==> src/rtl/qr_pkg.sv <==
package qr_pkg;

   typedef enum logic [1:0] {
      QS_IDLE  = 2'd0,
      QS_BLANK = 2'd1,
      QS_WIN   = 2'd2,
      QS_FLAT  = 2'd3
   } qr_state_e;

   function automatic int unsigned qr_max2(input int unsigned a, input int unsigned b);
      return (a > b) ? a : b;
   endfunction

   function automatic int unsigned qr_max3(input int unsigned a, input int unsigned b,
                                           input int unsigned c);
      return qr_max2(qr_max2(a, b), c);
   endfunction

endpackage

==> src/rtl/qr_sync_chain.sv <==
module qr_sync_chain #(
   parameter int unsigned WIDTH  = 2,
   parameter int unsigned STAGES = 2
) (
   input  logic             clk_i,
   input  logic             rst_ni,
   input  logic [WIDTH-1:0] d_i,
   output logic [WIDTH-1:0] q_o
);

   generate
      if (STAGES == 0) begin : g_bypass
         logic unused_clk_rst;
         assign unused_clk_rst = clk_i ^ rst_ni;
         assign q_o = d_i;
      end else begin : g_flops
         logic [STAGES-1:0][WIDTH-1:0] pipe_q;
         always_ff @(posedge clk_i or negedge rst_ni) begin
            if (!rst_ni) begin
               pipe_q <= '0;
            end else begin
               pipe_q[0] <= d_i;
               for (int i = 1; i < int'(STAGES); i++) begin
                  pipe_q[i] <= pipe_q[i-1];
               end
            end
         end
         assign q_o = pipe_q[STAGES-1];
      end
   endgenerate

endmodule

==> src/rtl/qr_rise_det.sv <==
module qr_rise_det (
   input  logic clk_i,
   input  logic rst_ni,
   input  logic d_i,
   output logic rise_o
);

   logic prev_q;

   // Previous level resets high so a comparator already high at reset
   // does not look like a fresh edge.
   always_ff @(posedge clk_i or negedge rst_ni) begin
      if (!rst_ni) prev_q <= 1'b1;
      else         prev_q <= d_i;
   end

   assign rise_o = d_i & ~prev_q;

endmodule

==> src/rtl/qr_interval_cnt.sv <==
module qr_interval_cnt #(
   parameter int unsigned CNT_W = 8
) (
   input  logic             clk_i,
   input  logic             rst_ni,
   input  logic             clr_i,
   input  logic             inc_i,
   input  logic [CNT_W-1:0] limit_i,
   output logic [CNT_W-1:0] cnt_o,
   output logic             last_o
);

   logic [CNT_W-1:0] cnt_q;

   always_ff @(posedge clk_i or negedge rst_ni) begin
      if (!rst_ni)     cnt_q <= '0;
      else if (clr_i)  cnt_q <= '0;
      else if (inc_i)  cnt_q <= cnt_q + CNT_W'(1);
   end

   assign cnt_o  = cnt_q;
   assign last_o = (cnt_q == (limit_i - CNT_W'(1)));

   AST_CNT_BELOW_LIMIT: assert property (@(posedge clk_i) disable iff (!rst_ni)
      inc_i |-> (cnt_q < (limit_i - CNT_W'(1))))
      else $error("interval counter stepped past its limit");

endmodule

==> src/rtl/qr_valley_timer.sv <==
module qr_valley_timer
   import qr_pkg::*;
#(
   parameter int unsigned BLANK_CYC    = 1500,
   parameter int unsigned WINDOW_CYC   = 600,
   parameter int unsigned FLAT_DLY_CYC = 250,
   parameter int unsigned SYNC_STAGES  = 2
) (
   input  logic clk_i,
   input  logic rst_ni,
   input  logic en_i,
   input  logic valley_cmp_i,
   input  logic flat_cmp_i,
   input  logic valley_sel_i,
   output logic turn_on_o
);

   localparam int unsigned MAX_LIM = qr_max3(BLANK_CYC, WINDOW_CYC, FLAT_DLY_CYC);
   localparam int unsigned CNT_W   = $clog2(MAX_LIM + 1);
   localparam int unsigned MAX_GAP = BLANK_CYC + qr_max2(WINDOW_CYC, FLAT_DLY_CYC);
   localparam int unsigned GAP_W   = $clog2(MAX_GAP + 2);

   localparam logic [CNT_W-1:0] LIM_BLANK = CNT_W'(BLANK_CYC);
   localparam logic [CNT_W-1:0] LIM_WIN   = CNT_W'(WINDOW_CYC);
   localparam logic [CNT_W-1:0] LIM_FLAT  = CNT_W'(FLAT_DLY_CYC);

   initial begin : p_param_check
      assert (BLANK_CYC >= 1)    else $error("BLANK_CYC must be at least 1");
      assert (WINDOW_CYC >= 1)   else $error("WINDOW_CYC must be at least 1");
      assert (FLAT_DLY_CYC >= 1) else $error("FLAT_DLY_CYC must be at least 1");
   end

   // Comparator synchronization: bit 0 valley, bit 1 flat level
   logic [1:0] cmp_s;
   logic       valley_edge;

   qr_sync_chain #(
      .WIDTH  (2),
      .STAGES (SYNC_STAGES)
   ) i_sync (
      .clk_i  (clk_i),
      .rst_ni (rst_ni),
      .d_i    ({flat_cmp_i, valley_cmp_i}),
      .q_o    (cmp_s)
   );

   qr_rise_det i_rise (
      .clk_i  (clk_i),
      .rst_ni (rst_ni),
      .d_i    (cmp_s[0]),
      .rise_o (valley_edge)
   );

   // Interval counter shared by blanking, window and flat delay
   qr_state_e        st_q, st_d;
   logic [CNT_W-1:0] limit;
   logic [CNT_W-1:0] cnt;
   logic             cnt_last, cnt_clr, cnt_inc;
   logic             seen_q, seen_d;
   logic             fire;
   logic             pulse_q;

   always_comb begin
      unique case (st_q)
         QS_BLANK: limit = LIM_BLANK;
         QS_WIN:   limit = LIM_WIN;
         QS_FLAT:  limit = LIM_FLAT;
         default:  limit = LIM_BLANK;
      endcase
   end

   qr_interval_cnt #(
      .CNT_W (CNT_W)
   ) i_cnt (
      .clk_i   (clk_i),
      .rst_ni  (rst_ni),
      .clr_i   (cnt_clr),
      .inc_i   (cnt_inc),
      .limit_i (limit),
      .cnt_o   (cnt),
      .last_o  (cnt_last)
   );

   logic unused_cnt;
   assign unused_cnt = ^cnt;

   // Next-state logic
   always_comb begin
      st_d    = st_q;
      seen_d  = seen_q;
      cnt_clr = 1'b0;
      cnt_inc = 1'b0;
      fire    = 1'b0;
      if (!en_i) begin
         st_d    = QS_IDLE;
         seen_d  = 1'b0;
         cnt_clr = 1'b1;
      end else begin
         unique case (st_q)
            QS_IDLE: begin
               fire = 1'b1;
            end
            QS_BLANK: begin
               if (cnt_last) begin
                  cnt_clr = 1'b1;
                  seen_d  = 1'b0;
                  st_d    = cmp_s[1] ? QS_FLAT : QS_WIN;
               end else begin
                  cnt_inc = 1'b1;
               end
            end
            QS_WIN: begin
               if (valley_edge && (!valley_sel_i || seen_q)) begin
                  fire = 1'b1;
               end else if (cnt_last) begin
                  fire = 1'b1;
               end else begin
                  cnt_inc = 1'b1;
                  if (valley_edge) seen_d = 1'b1;
               end
            end
            QS_FLAT: begin
               if (cnt_last) fire    = 1'b1;
               else          cnt_inc = 1'b1;
            end
            default: st_d = QS_IDLE;
         endcase
         if (fire) begin
            st_d    = QS_BLANK;
            cnt_clr = 1'b1;
            seen_d  = 1'b0;
         end
      end
   end

   always_ff @(posedge clk_i or negedge rst_ni) begin
      if (!rst_ni) begin
         st_q    <= QS_IDLE;
         seen_q  <= 1'b0;
         pulse_q <= 1'b0;
      end else begin
         st_q    <= st_d;
         seen_q  <= seen_d;
         pulse_q <= fire;
      end
   end

   assign turn_on_o = pulse_q;

   // Checker state: cycles since the last turn-on
   logic [GAP_W-1:0] gap_q;
   logic             armed_q;

   always_ff @(posedge clk_i or negedge rst_ni) begin
      if (!rst_ni) begin
         gap_q   <= '0;
         armed_q <= 1'b0;
      end else begin
         if (turn_on_o)                         gap_q <= GAP_W'(1);
         else if (gap_q != GAP_W'(MAX_GAP + 1)) gap_q <= gap_q + GAP_W'(1);
         if (!en_i)          armed_q <= 1'b0;
         else if (turn_on_o) armed_q <= 1'b1;
      end
   end

   AST_SINGLE_PULSE: assert property (@(posedge clk_i) disable iff (!rst_ni)
      turn_on_o |=> !turn_on_o)
      else $error("turn-on request longer than one cycle");

   AST_OFF_WHEN_DISABLED: assert property (@(posedge clk_i) disable iff (!rst_ni)
      !en_i |=> !turn_on_o)
      else $error("turn-on issued while disabled");

   AST_MIN_GAP: assert property (@(posedge clk_i) disable iff (!rst_ni)
      (turn_on_o && armed_q) |-> (gap_q >= GAP_W'(BLANK_CYC + 1)))
      else $error("turn-on inside blanking");

   AST_MAX_GAP: assert property (@(posedge clk_i) disable iff (!rst_ni)
      (armed_q && !turn_on_o) |-> (gap_q < GAP_W'(MAX_GAP)))
      else $error("turn-on overdue");

   AST_FIRST_VALLEY_FIRES: assert property (@(posedge clk_i) disable iff (!rst_ni)
      (en_i && st_q == QS_WIN && valley_edge && !valley_sel_i) |=> turn_on_o)
      else $error("window valley did not trigger turn-on");

endmodule

==> config.mk <==
export PLATFORM = sky130hd
export DESIGN_NAME = qr_valley_timer
export DESIGN_NICKNAME = d
export VERILOG_FILES = /design/src/rtl/qr_pkg.sv /design/src/rtl/qr_sync_chain.sv /design/src/rtl/qr_rise_det.sv /design/src/rtl/qr_interval_cnt.sv /design/src/rtl/qr_valley_timer.sv
export SDC_FILE = /design/constraint.sdc
export NUM_CORES = 1
export LEC_CHECK = 0
export CORE_MARGIN = 4
export CORE_UTILIZATION = 60
export CTS_CLUSTER_DIAMETER = 120
export CTS_CLUSTER_SIZE = 25
export DETAILED_ROUTE_END_ITERATION = 12
export GPL_TIMING_DRIVEN = 0
export PLACE_DENSITY = 0.83
export SLEW_MARGIN = 20
export SYNTH_ARGS = -nofsm -noshare
export SYNTH_HDL_FRONTEND = slang
export SYNTH_SLANG_ARGS = --single-unit
==> constraint.sdc <==
create_clock -name clk_i -period 3.6 [get_ports clk_i]
set_clock_uncertainty 0.05 [all_clocks]
set_input_delay 0.72 -clock clk_i [delete_from_list [all_inputs] [get_ports clk_i]]
set_output_delay 0.72 -clock clk_i [all_outputs]
set_load 0.02 [all_outputs]
# After elaboration in Yosys (flattened, before gate mapping)
# Index checks and enable logic that the tools add are counted.
[word_totals]
register_bits = 20
in_bits = 6
[classes]
muxes = 27
bitwise = 2
n_eq_ne = 11
addsub = 2
reduce_logical = 8
[ops]
columns = ["cell", "n"]
rows = [
  ["11-bit 2-to-1 mux", 2],
  ["11-bit case mux with 2 select lines", 1],
  ["1-bit 2-to-1 mux", 17],
  ["4-bit inequality test, second input constant", 4],
  ["11-bit by 1-bit adder with 11-bit output, second input constant", 1],
  ["11-bit equality test", 1],
  ["11-bit by 1-bit subtractor with 11-bit output, second input constant", 1],
  ["2-bit 2-to-1 mux", 4],
  ["3-bit by 1-bit inequality test with 1-bit output, second input constant", 2],
  ["5-bit AND reduction", 1],
  ["2-bit equality test, second input constant", 2],
  ["4-bit by 1-bit inequality test with 1-bit output, second input constant", 1],
  ["1-bit case mux with 2 select lines", 2],
  ["1-bit case mux with 3 select lines", 1],
  ["2-bit by 1-bit equality test with 1-bit output, second input constant", 1],
  ["2-bit logical NOT", 1],
  ["2-bit AND reduction", 1],
  ["2-bit nonzero test", 1],
  ["2-bit OR reduction", 1],
  ["1-bit bitwise AND", 1],
  ["1-bit logical AND", 1],
  ["1-bit logical NOT", 1],
  ["1-bit logical OR", 1],
  ["1-bit NOT", 1],
]

# Logic depth before layout (Yosys ltp)
# Gate-level depths: netlist of run 1.
[depth]
ltp_word = 11
depth_mapped = 7
mapped_depth_nobuf = 6

# Cells and area by module
# Synthesis of run 1 repeated with hierarchy kept, for this count alone.
[hier_totals]
hier_cells = 152
hier_area_um2 = 1417.6
[by_module_without_submodules]
columns = ["module", "n_inst", "seq_area_each_um2", "area_each_um2", "cells_per_inst"]
rows = [
  ["qr_interval_cnt", 1, 275.3, 983.4, 112],
  ["qr_valley_timer", 1, 100.1, 279.0, 32],
  ["qr_sync_chain", 1, 100.1, 115.1, 6],
  ["qr_rise_det", 1, 26.3, 40.0, 2],
]

# Least setup slack after synthesis of run 1
# No wires, ideal clock.
[synth_path]
path_type = "input port to flip-flop"
start = "in valley_sel_i"
end = "reg i_cnt.cnt_q[9], in the netlist i_cnt.cnt_o[9]"
setup_time_ns = 0.077
setup_slack_ns = 1.729
t_required_ns = 3.473
n_path_buf = 0
arrival_time_ns = 1.744
cell_stages = 5
path_cell_list = "nor2b_1 -> o31a_1 -> o21ai_0 -> or4_1 -> a21oi_1"
[synth_via]
elab_chain_cells = 9
word_cells_on_any_way = 13
classes_between = "mux (9); reduce/logical (4)"
[synth_lines]
columns = ["element", "line", "text"]
rows = [
  ["start: declaration", "qr_valley_timer.sv:14", "input logic valley_sel_i,"],
  ["1-bit logical NOT (*)", "qr_valley_timer.sv:113", "if (valley_edge && (!valley_sel_i || seen_q)) begin"],
  ["1-bit logical OR (*)", "qr_valley_timer.sv:113", ""],
  ["1-bit logical AND (*)", "qr_valley_timer.sv:113", ""],
  ["1-bit 2-to-1 mux", "qr_valley_timer.sv:113", ""],
  ["1-bit case mux with 3 select lines", "qr_valley_timer.sv:99", "unique case (st_q)"],
  ["1-bit 2-to-1 mux", "qr_valley_timer.sv:94", "if (!en_i) begin"],
  ["1-bit 2-to-1 mux", "qr_valley_timer.sv:128", "if (fire) begin"],
  ["1-bit 2-to-1 mux", "qr_valley_timer.sv:94", ""],
  ["11-bit 2-to-1 mux or 2-bit nonzero test (tied branches)", "n/a", ""],
  ["end signal: assignment", "qr_interval_cnt.sv:18", "else if (inc_i) cnt_q <= cnt_q + CNT_W'(1);"],
  ["end: declaration", "qr_interval_cnt.sv:13", "logic [CNT_W-1:0] cnt_q;"],
]
# Mark *: on every way between the ends. The rest lies on a longest branch, timed or not. The select of a mux whose other input is x is not followed.
# A chain may end at the register's enable or synchronous reset.

# Worst setup path after layout of run 1
# Same ends and word-level chain as after synthesis.

==> flow_summary.yaml, run 1 <==
run_status:
  status: "complete, no violations"
timing:
  fin_crit_sh_pct: 62.3
  hold_ws_ns: 0.316
  worst_slew_pin_slew_ns: 0.880
  setup_slack_ns: 1.36
  tns_ns: 0
  finalSetupViolations: 0
  min_period_ns: 2.24
  slew_headroom_pct: 41.1
  rsz0062_at_grt: "false"
  clock.fmax_ghz: 0.446
  drv_slew: 0
  finalHoldViolCount: 0
min_path:
  hp-class: "reg -> reg"
worst_setup_path:
  worstPathMaxFanout: 7
  arrival_ns: 2.43
  required_ns: 3.79
  start_kind: "primary input"
  critical_path_class: "in -> reg"
  path_buf_inv: 1
  end_kind: "flop"
  cp_slowest_stage_delay_ns: 0.48
  critPathSlowestCell: "clkdlybuf4s50_1"
  crit_chain: "clkdlybuf4s50_1 > nor2b_1 > o31a_1 > o21ai_0 > or4_1 > a21oi_1"
  crit_family: "simple AND/OR/NAND/NOR gates"
finish:
  layout_commonest_cell: "dfrtp_1"
  antenna_cells: 0
  final_cell_mix: "19 x dfrtp_1, 15 x nor2_1, 7 x inv_1, 7 x nand2_1"
  drive_gt1_share_pct: 13.2
  fin_nets: 114
  area_delta_synth_final_pct: 11.7
cts:
  path_clk_slew_ns: 0.11
  clockBufferDepth: 2
  cts-buffers-inserted: 3
  h-tree-depth: 1
  root_buffer: "clkbuf_4"
  cts_tree: "done"
  clock_sinks: 20
  cts_hold_buf: 0
  cts_setup_buffers: 0
  post_cts_resized: 0
  clk_latency_ns: 0.31
route:
  routed_via_density: 6.17
  vias: 753
  drc_errors: 0
  dr.pass1.iters: 4
  drt_iter0_drc: 20
  wirelength_mm: 1.88
  wl_per_cell_um: 15.4
  drtAntennaViolNets: 0
yosys:
  syn_nets: 103
  async_flop_share_pct: 100
  synth_top_family_by_area: "simple AND/OR/NAND/NOR gates"
  synthAdderAreaFrac_pct: 1.26
  synthCells: 96
  synth-seq-cells: 20
  yosysWarnings: 0
  avgSynthCellArea_um2: 10.4
  synth_compound_area_share_pct: 16.7
  synthSimpleGateAreaFrac_pct: 19.2
  syn_area_um2: 996
  synth-edff-count: 0
  synth.mux.area_fraction_pct: 0
  synth_xor_area_share_pct: 7.04
  synthFlopType: "dfrtp_1"
  synth_seq_area_share_pct: 50.4
  ys_types: 39
power_and_ir_drop:
  powerDensity_nw_per_um2: 352
  ir_drop_v: 0.000276
  p_leak_nw: 0.454
place:
  io_buffers: 6
  dp_worst_setup_slack_ns: 1.07
  place_congestion: 0.861
  dpl.hpwl_mm: 1.34
die:
  ioPinCount: 7
  rows: 14
  dieArea_um2: 2380
  initial_core_util_pct: 64.6
  core_um2: 1540
  fp.dieW_um: 48.7
  die_h_um: 48.7
global_route:
  grt_pass1_vias: 761
  grt_pass1_wl_mm: 3.42
  track_usage_pct: 18.6
  grt-ovfl-total: 0
  grt_max_degree: 21
  antenna_found_initial: 0
flow_run:
  maxCapViolations: 0
-- registers in the layout (all words and copies together), names as in the netlist --
name and cells:
i_sync.q_o 2, i_rise.prev_q 1, i_sync.g_flops.pipe_q 2, turn_on_o 1
seen_q 1, st_q 2, i_cnt.cnt_o 11
-- power by group --
group,switching (mW),internal (mW)
clock,0.0709,0.0618
combinational,0.0139,0.0116
sequential,0.00353,0.230
total,0.0883,0.304
-- per-layer routing --
metal | vias to the layer above | part of all wire [%] | track usage (%)
li1 | 363 | - | -
met4 | 0 | 3.7 | 11.7
met3 | 9 | 4.6 | 3.99
met5 | - | 0 | 0
met1 | 359 | 48 | 25.2
met2 | 22 | 44 | 27.0
-- cell usage after synthesis (2+ instances only) --
| master | n | area share [%] |
|---|---|---|
| inv_1 | 7 | 2.6 |
| nor2_1 | 15 | 5.7 |
| dfrtp_1 | 19 | 48 |
| nand2_1 | 7 | 2.6 |
| nand3_1 | 3 | 1.5 |
| o211ai_1 | 2 | 1.5 |
| o2111ai_1 | 2 | 1.8 |
| o31ai_1 | 2 | 1.5 |
| a311o_2 | 2 | 2.3 |
| xor2_1 | 6 | 5.3 |
| xnor2_1 | 2 | 1.8 |
| buf_6 | 2 | 2.3 |
-- worst paths after layout --
kind | startpoint | endpoint | slack (ns) | cells past startpoint
hold / removal | i_sync.g_flops.pipe_q[0] | i_sync.q_o[0] | 0.32 | 0
max in group asynchronous | rst_ni | i_sync.g_flops.pipe_q[1] | 2.11 | 1
hold reg to reg | i_sync.g_flops.pipe_q[0] | i_sync.q_o[0] | 0.32 | 0
setup reg to reg | i_cnt.cnt_o[3] | st_q[0] | 1.72 | 6
setup / recovery | valley_sel_i | i_cnt.cnt_o[9] | 1.36 | 6
min in group asynchronous | rst_ni | turn_on_o | 0.85 | 1
-- layout make-up --
| cell class | count | area [um^2] |
|---|---|---|
| tap | 16 | 20.0 |
| clock buffer | 4 | 36.3 |
| fill | 126 | 429 |
| inverter | 7 | 26.3 |
| buffer | 3 | 27.5 |
| multi-input combinational | 66 | 440 |
| timing repair buffer | 6 | 60.1 |
| sequential | 20 | 502 |
-- metrics by stage --
step	cell area [um^2]	utilization [%]	total power, mW	std cells
floorplan	996	-	0.249	96
global placement	1080	69.8	0.262	118
detailed placement	1080	69.8	0.264	118
CTS	1110	72.2	0.393	122
global route	1110	72.2	0.413	122
finish	1110	72.2	0.392	122
-- cells by family (layout without fill, tap and decap cells) --
family	count (synthesis)	after routing
AO/OA/AOI/OAI	19	19
AND/OR/NAND/NOR	38	38
flip-flops	20	20
buffers and inverters	10	20
adder cells (fa/ha/maj)	1	1
XOR/XNOR	8	8
No activity file was read; power rests on OpenSTA's default activity.
==> inputs of run 2 (changes only) <==
--- a/config.mk
+++ b/config.mk
@@ -6,12 +6,12 @@
 export NUM_CORES = 1
 export LEC_CHECK = 0
 export CORE_MARGIN = 4
-export CORE_UTILIZATION = 60
+export CORE_UTILIZATION = 56
 export CTS_CLUSTER_DIAMETER = 120
 export CTS_CLUSTER_SIZE = 25
 export DETAILED_ROUTE_END_ITERATION = 12
 export GPL_TIMING_DRIVEN = 0
-export PLACE_DENSITY = 0.83
+export PLACE_DENSITY = 0.78
 export SLEW_MARGIN = 20
 export SYNTH_ARGS = -nofsm -noshare
 export SYNTH_HDL_FRONTEND = slang
==> constraint.sdc (replaced) <==
create_clock -name clk_i -period 2.2 [get_ports clk_i]
set_clock_uncertainty 0.05 [all_clocks]
set_input_delay 0.44 -clock clk_i [delete_from_list [all_inputs] [get_ports clk_i]]
set_output_delay 0.44 -clock clk_i [all_outputs]
set_load 0.02 [all_outputs]
==> flow_summary.yaml, run 2 (synthesis gave the netlist of run 1 again) <==
run_status:
  status: "complete, no violations"
global_route:
  antenna_found_initial: 0
  grt_max_degree: 21
  grt_pass1_vias: 810
  grt_pass1_wl_mm: 3.42
  track_usage_pct: 18.2
  grt-ovfl-total: 0
die:
  die_h_um: 50.2
  initial_core_util_pct: 62.5
  rows: 14
  dieArea_um2: 2520
  ioPinCount: 7
  core_um2: 1590
  fp.dieW_um: 50.2
min_path:
  min-delay-start: "i_sync.g_flops.pipe_q[1]"
  hp-class: "reg -> reg"
worst_setup_path:
  required_ns: 2.38
  r2r-start: "st_q[0]"
  path_buf_inv: 1
  worstPathMaxFanout: 7
  crit_chain: "clkdlybuf4s50_1 > nor2b_1 > o31a_1 > o21ai_0 > or4_1 > a21oi_1"
  crit_family: "simple AND/OR/NAND/NOR gates"
  critical_path_class: "in -> reg"
  arrival_ns: 2.10
  cp_slowest_stage_delay_ns: 0.48
  start_kind: "primary input"
  end_kind: "flop"
  startpoint: "valley_sel_i"
  critPathSlowestCell: "or4_1"
timing:
  fin_crit_sh_pct: 87.6
  min_period_ns: 1.93
  finalHoldViolCount: 0
  finalSetupViolations: 0
  rsz0062_at_grt: "false"
  worst_slew_pin_slew_ns: 0.849
  drv_slew: 0
  clock.fmax_ghz: 0.519
  slew_headroom_pct: 43.2
  tns_ns: 0
finish:
  drive_gt1_share_pct: 13.2
  nFillCells: 116
  fin_util_pct: 70.4
  largest_reg_flops: 11
  antenna_cells: 0
  final_cells: 130
  final_cell_mix: "19 x dfrtp_1, 15 x nor2_1, 7 x inv_1, 7 x nand2_1"
  area_delta_synth_final_pct: 12.7
  layout_commonest_cell: "dfrtp_1"
  fin_nets: 114
route:
  dr.pass1.iters: 4
  wl_per_cell_um: 14.9
  wirelength_mm: 1.94
  vias: 771
  routed_via_density: 5.93
  drtAntennaViolNets: 0
  drt_iter0_drc: 26
  drc_errors: 0
cts:
  cts_tree: "done"
  cts_setup_buffers: 0
  clockBufferDepth: 2
  clock_sinks: 20
  root_buffer: "clkbuf_4"
  clk_latency_ns: 0.30
  h-tree-depth: 1
  post_cts_resized: 0
  cts_hold_buf: 0
  cts-buffers-inserted: 3
  path_clk_slew_ns: 0.10
power_and_ir_drop:
  powerDensity_nw_per_um2: 565
  p_leak_nw: 0.454
  p_total_mw: 0.634
  ir_drop_v: 0.000387
flow_run:
  maxCapViolations: 0
place:
  dpl.hpwl_mm: 1.40
  place_inst: 126
  place_congestion: 0.838
  io_buffers: 6
[run 2: cell counts in the layout (fill, tap and decap cells not counted)]
No cell type changed its count.
[run 2: metrics by stage]
step	worst slack (ns)	hold slack, ns	area, um^2
global route	0.182	0.331	1120
floorplan	0.549	0.0944	996
detailed placement	-0.0229	0.290	1090
global placement	0.0238	0.282	1090
CTS	0.298	0.316	1120
finish	0.272	0.313	1120
[run 2: power breakdown]
| group | switching, mW | internal, mW | leakage [nW] |
|---|---|---|---|
| clock | 0.109 | 0.101 | 0.0210 |
| combinational | 0.0218 | 0.0190 | 0.171 |
| sequential | 0.00605 | 0.377 | 0.262 |
[run 2: path summary, 6_finish.rpt]
path                                  endpoint  slack [ns]  cells after the start
worst max-delay path            i_cnt.cnt_o[9]        0.27                      6
worst min-delay path             i_sync.q_o[1]        0.31                      0
worst max register to register  i_cnt.cnt_o[7]        0.30                      7
worst min register to register   i_sync.q_o[1]        0.31                      0
max in group asynchronous       i_cnt.cnt_o[9]        1.01                      1
min in group asynchronous       i_cnt.cnt_o[3]        0.56                      1
[run 2: area by class of cell]
class	count	area, um^2	area share [%]
Sequential cell	20	502	44.7
Multi-Input combinational cell	66	440	39.2
Timing Repair Buffer	6	60.1	5.35
Clock buffer	4	36.3	3.23
Tap cell	24	30.0	2.68
Buffer	3	27.5	2.45
Inverter	7	26.3	2.34
[run 2: per-layer routing]
metal	vias to the layer above	share of wire [%]	global-route usage (%)
met5	-	0	0
met4	0	3.2	12.9
met3	9	5.4	5.03
met2	26	46	27.0
met1	370	46	22.8
li1	366	-	-
[run 2: worst register-to-register path, stage by stage (launching register included)]
cell and delay (ns):
dfrtp_1 0.43, buf_6 0.16, and2_4 0.15, o2111ai_1 0.20, nor2_1 0.14, a311o_2 0.45, buf_6 0.15, nor2_1 0.12
==> inputs of run 3 (changes only) <==
--- a/config.mk
+++ b/config.mk
@@ -6,12 +6,12 @@
 export NUM_CORES = 1
 export LEC_CHECK = 0
 export CORE_MARGIN = 4
-export CORE_UTILIZATION = 56
+export CORE_UTILIZATION = 50
 export CTS_CLUSTER_DIAMETER = 120
 export CTS_CLUSTER_SIZE = 25
 export DETAILED_ROUTE_END_ITERATION = 12
 export GPL_TIMING_DRIVEN = 0
-export PLACE_DENSITY = 0.78
+export PLACE_DENSITY = 0.74
 export SLEW_MARGIN = 20
 export SYNTH_ARGS = -nofsm -noshare
 export SYNTH_HDL_FRONTEND = slang
==> constraint.sdc (replaced) <==
create_clock -name clk_i -period 1.6 [get_ports clk_i]
set_clock_uncertainty 0.05 [all_clocks]
set_input_delay 0.32 -clock clk_i [delete_from_list [all_inputs] [get_ports clk_i]]
set_output_delay 0.32 -clock clk_i [all_outputs]
set_load 0.02 [all_outputs]
==> flow_summary.yaml, run 3 (synthesis gave the netlist of run 1 again) <==
min_path:
  min-delay-start: "i_sync.g_flops.pipe_q[0]"
  hold_depth: 0
  min_to: "i_sync.q_o[0]"
  hp-class: "reg -> reg"
worst_setup_path:
  r2r_setup_slack_ns: -0.21
  end_kind: "flop"
  required_ns: 1.80
  worstReg2RegEnd: "i_cnt.cnt_o[5]"
  crit_chain: "buf_6 > and2_4 > o2111ai_4 > nor2_4 > a311o_2 > buf_6 > nor2_1"
  cp_slowest_stage_delay_ns: 0.45
  rr_worst_depth: 7
  crit_top_cell: "buf_6"
  critical_path_class: "reg -> reg"
  arrival_ns: 2.01
  start_kind: "flop"
  worstPathMaxFanout: 5
  critPathSlowestCell: "a311o_2"
  startpoint: "st_q[0]"
  r2r-start: "st_q[0]"
place:
  dpl.hpwl_mm: 1.37
  io_buffers: 6
  place_congestion: 0.823
  dp_worst_setup_slack_ns: -0.506
  place_inst: 127
  dpl-instance-area_um2: 1100
finish:
  layout_commonest_cell: "dfrtp_1"
  final_cell_mix: "18 x dfrtp_1, 10 x buf_4, 7 x inv_1, 7 x nand2_1"
  antenna_cells: 0
  area_delta_synth_final_pct: 29.9
  fin_nets: 125
  drive_gt1_share_pct: 34.2
  final_cells: 142
  fin_area_um2: 1290
  largest_reg_flops: 11
global_route:
  grt_pass1_vias: 804
  grt-ovfl-total: 0
  grt_max_degree: 21
  grt_pass1_wl_mm: 3.69
  antenna_found_initial: 0
  track_usage_pct: 18.1
die:
  fp.dieW_um: 52.6
  dieArea_um2: 2770
  core_um2: 1800
  initial_core_util_pct: 55.3
  ioPinCount: 7
  die_h_um: 52.6
  rows: 15
cts:
  h-tree-depth: 1
  path_clk_slew_ns: 0.11
  clockBufferDepth: 2
  cts_hold_buf: 0
  clk_latency_ns: 0.31
  cts-buffers-inserted: 3
  root_buffer: "clkbuf_4"
  cts_tree: "done"
  clock_sinks: 20
power_and_ir_drop:
  ir_drop_v: 0.000578
  p_total_mw: 0.895
  powerDensity_nw_per_um2: 692
  p_leak_nw: 0.516
timing:
  clock.fmax_ghz: 0.552
  setup_slack_ns: -0.210
  finalHoldViolCount: 0
  worst_slew_pin_slew_ns: 0.888
  slew_headroom_pct: 40.6
  min_period_ns: 1.81
  rsz0062_at_grt: "true"
  drv_slew: 0
  finalSetupViolations: 14
  fin_crit_sh_pct: 113
  tns_ns: -2.50
route:
  drc_errors: 0
  wirelength_mm: 2.37
  drtAntennaViolNets: 0
  wl_per_cell_um: 16.7
  drt_iter0_drc: 24
  routed_via_density: 6.01
  vias: 854
  dr.pass1.iters: 4
run_status:
  failed_checks: "negative setup slack"
  status: "complete, but fails checks"
flow_run:
  maxCapViolations: 0
==> run 3: cell count changes in the layout (fill, tap and decap cells not counted), moves of 4 or more <==
cell / previous run / this run
nor2_1: 15 / 6
nor2_4: 0 / 5
buf_4: 0 / 10
nor2_2: 0 / 4
==> run 3: layout make-up <==
cell class,instances,area [um^2]
fillers,139,508
multi-input cells,66,524
repair buffers,17,145
flip-flops and latches,20,503
well taps,25,31.3
inverters,7,26.3
plain buffers,3,27.5
clock buffers,4,36.3
==> run 3: how the worst max path moves through the flow <==
stage | end | slack (ns) | cells after the start
after floorplan | i_cnt.cnt_o[8] | -0.02 | 7
after global placement | i_cnt.cnt_o[9] | -0.46 | 6
after CTS | i_cnt.cnt_o[5] | -0.16 | 7
after global routing | i_cnt.cnt_o[3] | -0.26 | 7
after detailed placement | i_cnt.cnt_o[9] | -0.51 | 6
final | i_cnt.cnt_o[5] | -0.21 | 7
==> run 3: what timing repair did <==
action | CTS | global route
gates cloned | 1 | 0
endpoints found under the setup margin | 15 | 15
resized for setup | 11 | 11
pin swaps | 14 | 5
setup buffers | 5 | 5
==> run 3: metal layers <==
metal | track usage, % | vias to the layer above | wire, um
met5 | 0 | - | 0
met4 | 5.11 | 0 | 90
met3 | 3.42 | 9 | 142
met2 | 30.8 | 37 | 1150
met1 | 23.2 | 423 | 983
li1 | - | 385 | -
==> run 3: critical path, delay by kind of cell, from the launching register on <==
kind                   cells  cell delay, ns
DFF                        1            0.43
buffers and inverters      2            0.30
AOI/OAI and AO/OA          2            0.67
and+or+nand+nor            3            0.29
==> run 3: through the flow <==
step / hold slack (ns) / utilization, %
final: 0.319 / 71.8
after global routing: 0.329 / 71.8
after CTS: 0.321 / 66.7
after floorplan: -0.0256 / -
after detailed placement: 0.290 / 61.2
after global placement: 0.284 / 61.2
==> run 3: where the power goes <==
| part | total, mW | internal (mW) | switching, mW |
|---|---|---|---|
| sequential | 0.529 | 0.518 | 0.0109 |
| clock | 0.295 | 0.139 | 0.156 |
| combinational | 0.0713 | 0.0325 | 0.0388 |
